[src/rtl/carry_pkg.sv]
package carry_pkg;

  // Ordering results gathered from the two complement-and-add chains.
  typedef struct packed {
    logic below;       // unsigned strictly less
    logic belowEq;     // unsigned less or equal
    logic sBelow;      // signed strictly less
    logic sBelowEq;    // signed less or equal
  } order_flags_t;

  // Raw chain outputs handed from the datapath to the flag decoder.
  typedef struct packed {
    logic msbX;        // sign bit of first operand
    logic msbY;        // sign bit of second operand
    logic carryXnY;    // carry out of x + ~y + 1
    logic carryYnX;    // carry out of y + ~x + 1
  } order_strobes_t;

endpackage

[src/rtl/carry_cell.sv]
// One bit of the ripple chain: parity sum and majority carry.
module carry_cell (
  input  logic bitA,
  input  logic bitB,
  input  logic bitC,
  output logic sumBit,
  output logic carryBit
);

  always_comb begin
    sumBit   = bitA ^ bitB ^ bitC;
    carryBit = (bitA & bitB) | (bitA & bitC) | (bitB & bitC);
  end

endmodule

[src/rtl/ripple_chain.sv]
// W cells linked by their carries; carry into bit 0 is the external carry.
module ripple_chain #(
  parameter int W = 16
) (
  input  logic [W-1:0] addendA,
  input  logic [W-1:0] addendB,
  input  logic         chainCin,
  output logic [W-1:0] sumVec,
  output logic         chainCout
);

  localparam int LINKS = W + 1;

  logic [LINKS-1:0] carryVec;

  assign carryVec[0] = chainCin;

  for (genvar i = 0; i < W; i++) begin : g_cell
    carry_cell u_cell (
      .bitA    (addendA[i]),
      .bitB    (addendB[i]),
      .bitC    (carryVec[i]),
      .sumBit  (sumVec[i]),
      .carryBit(carryVec[i+1])
    );
  end

  assign chainCout = carryVec[LINKS-1];

  // Chain result against wide integer addition.
  always_comb begin

    carry_width_chk: assert ({1'b0, addendA} + {1'b0, addendB} + {{W{1'b0}}, chainCin}
                             == {chainCout, sumVec});

    if (((addendA & addendB) == '0) && !chainCin) begin
      disjoint_or_chk: assert ((sumVec == (addendA | addendB)) && !chainCout);
    end
  end

endmodule

[src/rtl/order_decode.sv]
// Turns chain carries and operand signs into the four ordering flags.
module order_decode
  import carry_pkg::*;
(
  input  order_strobes_t strobes,
  output order_flags_t   flags
);

  logic signsMatch;

  always_comb begin
    signsMatch     = (strobes.msbX == strobes.msbY);
    flags.below    = ~strobes.carryXnY;
    flags.belowEq  = strobes.carryYnX;
    flags.sBelow   = signsMatch ^ strobes.carryXnY;
    flags.sBelowEq = ~(signsMatch ^ strobes.carryYnX);
  end

  always_comb begin

    strict_implies_loose_chk: assert (!flags.below || flags.belowEq);

    signed_strict_loose_chk: assert (!flags.sBelow || flags.sBelowEq);
  end

endmodule

[src/rtl/carry_arith_unit.sv]
// Thin top: one sum chain, one negation chain, two ordering chains.
module carry_arith_unit
  import carry_pkg::*;
#(
  parameter int W = 16
) (
  input  logic [W-1:0] opA,
  input  logic [W-1:0] opB,
  input  logic         carryIn,
  output logic [W-1:0] sumOut,
  output logic         carryOut,
  output logic [W-1:0] negOut,
  output logic         ultFlag,
  output logic         uleFlag,
  output logic         sltFlag,
  output logic         sleFlag
);

  localparam int            MSB = W - 1;
  localparam logic [W-1:0]  ONE = W'(1);

  logic [W-1:0]   invA;
  logic [W-1:0]   invB;
  logic           negCarry;
  logic [W-1:0]   diffXY;
  logic [W-1:0]   diffYX;
  order_strobes_t strobes;
  order_flags_t   flags;

  assign invA = ~opA;
  assign invB = ~opB;

  ripple_chain #(.W(W)) u_sum (
    .addendA  (opA),
    .addendB  (opB),
    .chainCin (carryIn),
    .sumVec   (sumOut),
    .chainCout(carryOut)
  );

  ripple_chain #(.W(W)) u_neg (
    .addendA  (invA),
    .addendB  (ONE),
    .chainCin (1'b0),
    .sumVec   (negOut),
    .chainCout(negCarry)
  );

  ripple_chain #(.W(W)) u_cmpXY (
    .addendA  (opA),
    .addendB  (invB),
    .chainCin (1'b1),
    .sumVec   (diffXY),
    .chainCout(strobes.carryXnY)
  );

  ripple_chain #(.W(W)) u_cmpYX (
    .addendA  (opB),
    .addendB  (invA),
    .chainCin (1'b1),
    .sumVec   (diffYX),
    .chainCout(strobes.carryYnX)
  );

  assign strobes.msbX = opA[MSB];
  assign strobes.msbY = opB[MSB];

  order_decode u_decode (
    .strobes(strobes),
    .flags  (flags)
  );

  assign ultFlag = flags.below;
  assign uleFlag = flags.belowEq;
  assign sltFlag = flags.sBelow;
  assign sleFlag = flags.sBelowEq;

  always_comb begin

    neg_cancel_chk: assert (W'(negOut + opA) == '0);
    // the negation carry is set only when opA is zero
    neg_carry_chk: assert (negCarry == (opA == '0));

    if (opA == opB) begin
      equal_order_chk: assert (!ultFlag && uleFlag && !sltFlag && sleFlag);
    end
    // the two difference chains are negatives of each other
    diff_mirror_chk: assert (W'(diffXY + diffYX) == '0);
  end

endmodule

[config.mk]
export PLATFORM = sky130hd
export DESIGN_NAME = carry_arith_unit
export DESIGN_NICKNAME = d
export VERILOG_FILES = /design/src/rtl/carry_pkg.sv /design/src/rtl/carry_cell.sv /design/src/rtl/ripple_chain.sv /design/src/rtl/order_decode.sv /design/src/rtl/carry_arith_unit.sv
export SDC_FILE = /design/constraint.sdc
export NUM_CORES = 1
export LEC_CHECK = 0
export BUFFER_PORTS_ARGS = -buffer_cell sky130_fd_sc_hd__buf_4
export CAP_MARGIN = 10
export CORE_ASPECT_RATIO = 1.75
export CORE_UTILIZATION = 55
export DETAILED_ROUTE_END_ITERATION = 12
export PLACE_DENSITY = 0.9
export SETUP_SLACK_MARGIN = 0.4
export SYNTH_ARGS = -nofsm -noshare
export SYNTH_HDL_FRONTEND = slang
export SYNTH_SLANG_ARGS = --single-unit
[constraint.sdc]
create_clock -name vclk -period 19.53
set_input_delay 0 -clock vclk [all_inputs]
set_output_delay 0 -clock vclk [all_outputs]
set_load 0.05 [all_outputs]
==> impl_metrics.csv <==
group,metric,value,unit
clocking,ctsResizeCount,0,
job,cap_violations,0,
logic_synthesis,synth_area_leader_cell,"ha_1",
status,status,"finished with violations",
cells_and_area,finalNetCount,329,
routing,routedWlPerCell,12.7,um
sta,fmax,149,MHz
routing,antenna_left,0,
worst_setup_path,crit_fanout,3,
die,initial_core_util,0.584,
global_route,grt.total_usage,0.198,
power_and_ir_drop,combPwrFrac,1.000,
die,core-area,2930,sq um
cells_and_area,regArea,0,sq um
logic_synthesis,synthTopCellsByArea,"ha_1 34%, fa_1 19%, buf_4 14%",
status,failed_checks,"design-rule violations",
logic_synthesis,syn_nets,289,
routing,wl,3300,um
die,die_y,75.7,um
global_route,overflow,0,
global_route,grt_first_pass_wirelength,5120,um
routing,drc,3,
logic_synthesis,yosysWarnings,0,
global_route,first_global_vias,1308,
routing,vias,1356,
logic_synthesis,synth_area,1710,sq um
sta,max_slew_margin,0.632,
worst_setup_path,endpoint_kind,"output port",
sta,grt_setup_unrepaired,"no",
cells_and_area,fin_util,0.693,
placed_design,numPortBuffers,70,
placed_design,dpl.hpwl,3080,um
power_and_ir_drop,intPower,0.0298,mW
sta,tns,0,ns
logic_synthesis,synth.most_common_cell,"ha_1",
die,ios,70,
hold_path,hold_class,"input port to output port",
cells_and_area,drive_above_1_share,0.332,
worst_setup_path,timing_worst_setup_path_type,"input port to output port",
routing,drt_iter0_drc,15,
die,die_x,44.1,um
logic_synthesis,syn-instance-count,194,
sta,hold_viol_final,0,
worst_setup_path,worstPathArrival,6.73,ns
worst_setup_path,start_kind,"input port",
logic_synthesis,syn_area_per_cell,8.81,sq um
power_and_ir_drop,power_density,44.4,nW/um^2
sta,min_period,6.73,ns
routing,routed_via_density,5.22,
die,placementRows,26,
worst_setup_path,required,19.53,ns
logic_synthesis,synth_top_area_frac,0.337,
power_and_ir_drop,p_clk_frac,0,
routing,first_pass_iters,10,
cells_and_area,clkbuf_count,0,
die,die_area,3340,sq um
power_and_ir_drop,switching_share,0.670,
logic_synthesis,synth.top_cells.by_count,"46 x ha_1, 37 x inv_1, 32 x buf_4",
clocking,cts_setup_buffers,0,
power_and_ir_drop,ir_drop,0.0000320,V
sta,fin_crit_sh,0.345,
global_route,grt_max_degree,6,
sta,worstMarginPinSlew,0.538,ns
power_and_ir_drop,p_leak,1.16,nW
power_and_ir_drop,seqPwrFrac,0,
power_and_ir_drop,p_sw,0.0603,mW
cells_and_area,seq_cell_count,0,
clocking,ctsHoldBuffers,0,
sta,setup_viol,0,
cells_and_area,syn2layout_area_growth,18.7,%
global_route,antenna_found_initial,0,
logic_synthesis,seq_area_frac_synth,0,
placed_design,gp_congestion,0.793,
logic_synthesis,ys_types,33,
sta,drv_slew,0,
cells_and_area,n_antenna_cell,0,
## path summary, 6_finish.rpt
path | startpoint | endpoint | slack [ns] | cells after the start
setup / recovery | opA[0] | sumOut[15] | 12.80 | 22
hold / removal | opA[0] | negOut[0] | 0.28 | 2
## per-stage QoR
stage / hold slack [ns] / std cells / setup WS, ns / area, sq um / power [mW]
6_report: 0.280 / 260 / 12.80 / 2030 / 0.0901
5_1_grt: 0.289 / 260 / 12.54 / 2030 / 0.0961
2_1_floorplan: 0.167 / 194 / 13.24 / 1710 / 0.0723
3_3_place_gp: 0.277 / 260 / 12.90 / 2030 / 0.0893
4_1_cts: 0.281 / 260 / 12.77 / 2030 / 0.0909
3_5_place_dp: 0.280 / 260 / 12.77 / 2030 / 0.0904
## layout by cell type, fill, tap and decap left out, drive strengths merged, types with 3 or more instances in the layout
master	instances
buf	70
ha	46
nand3	5
nand2	8
a2111oi	3
nor2	8
xnor2	3
fa	16
o32a	4
inv	38
a21oi	8
## power by group through the flow
stage	combinational [mW]	sequential, mW	clock (mW)
3_5_place_dp	0.0904	0	0
6_report	0.0901	0	0
5_1_grt	0.0961	0	0
2_1_floorplan	0.0723	0	0
4_1_cts	0.0909	0	0
3_3_place_gp	0.0893	0	0
## layer usage
| metal | wire length (um) | vias up | GRT usage |
|---|---|---|---|
| li1 | - | 679 | - |
| met1 | 1070 | 639 | 0.187 |
| met2 | 2120 | 36 | 0.449 |
| met3 | 88 | 2 | 0.00711 |
| met4 | 21 | 0 | 0.0135 |
| met5 | 0 | - | 0 |
## cell families (layout without fill, tap and decap cells)
| kind of cell | after synthesis | after routing | synth area share |
|---|---|---|---|
| AOI/OAI and AO/OA | 27 | 27 | 0.133 |
| buffers and inverters | 70 | 108 | 0.224 |
| adders and majority gates | 62 | 62 | 0.524 |
| and+or+nand+nor | 28 | 28 | 0.0820 |
| muxes | 2 | 2 | 0.0117 |
| xor gates and xnor gates | 5 | 5 | 0.0256 |
## layout make-up
| type | instances | area [sq um] |
|---|---|---|
| fill | 235 | 898 |
| timing repair buffer | 70 | 526 |
| tap | 28 | 35.0 |
| multi-input combinational | 124 | 1330 |
| inverter | 38 | 143 |
## worst max-delay path, stage by stage
cell and delay (ns):
buf_4 0.12, inv_1 0.11, fa_1 0.19, inv_1 0.05
fa_1 0.38, fa_1 0.40, fa_1 0.40, fa_1 0.40
fa_1 0.39, fa_1 0.38, fa_1 0.39, fa_1 0.40
fa_1 0.39, fa_1 0.40, fa_1 0.40, fa_1 0.41
fa_1 0.41, fa_1 0.37, inv_1 0.08, fa_1 0.40
inv_1 0.06, buf_4 0.19
Power figures use the tool's default switching activity.
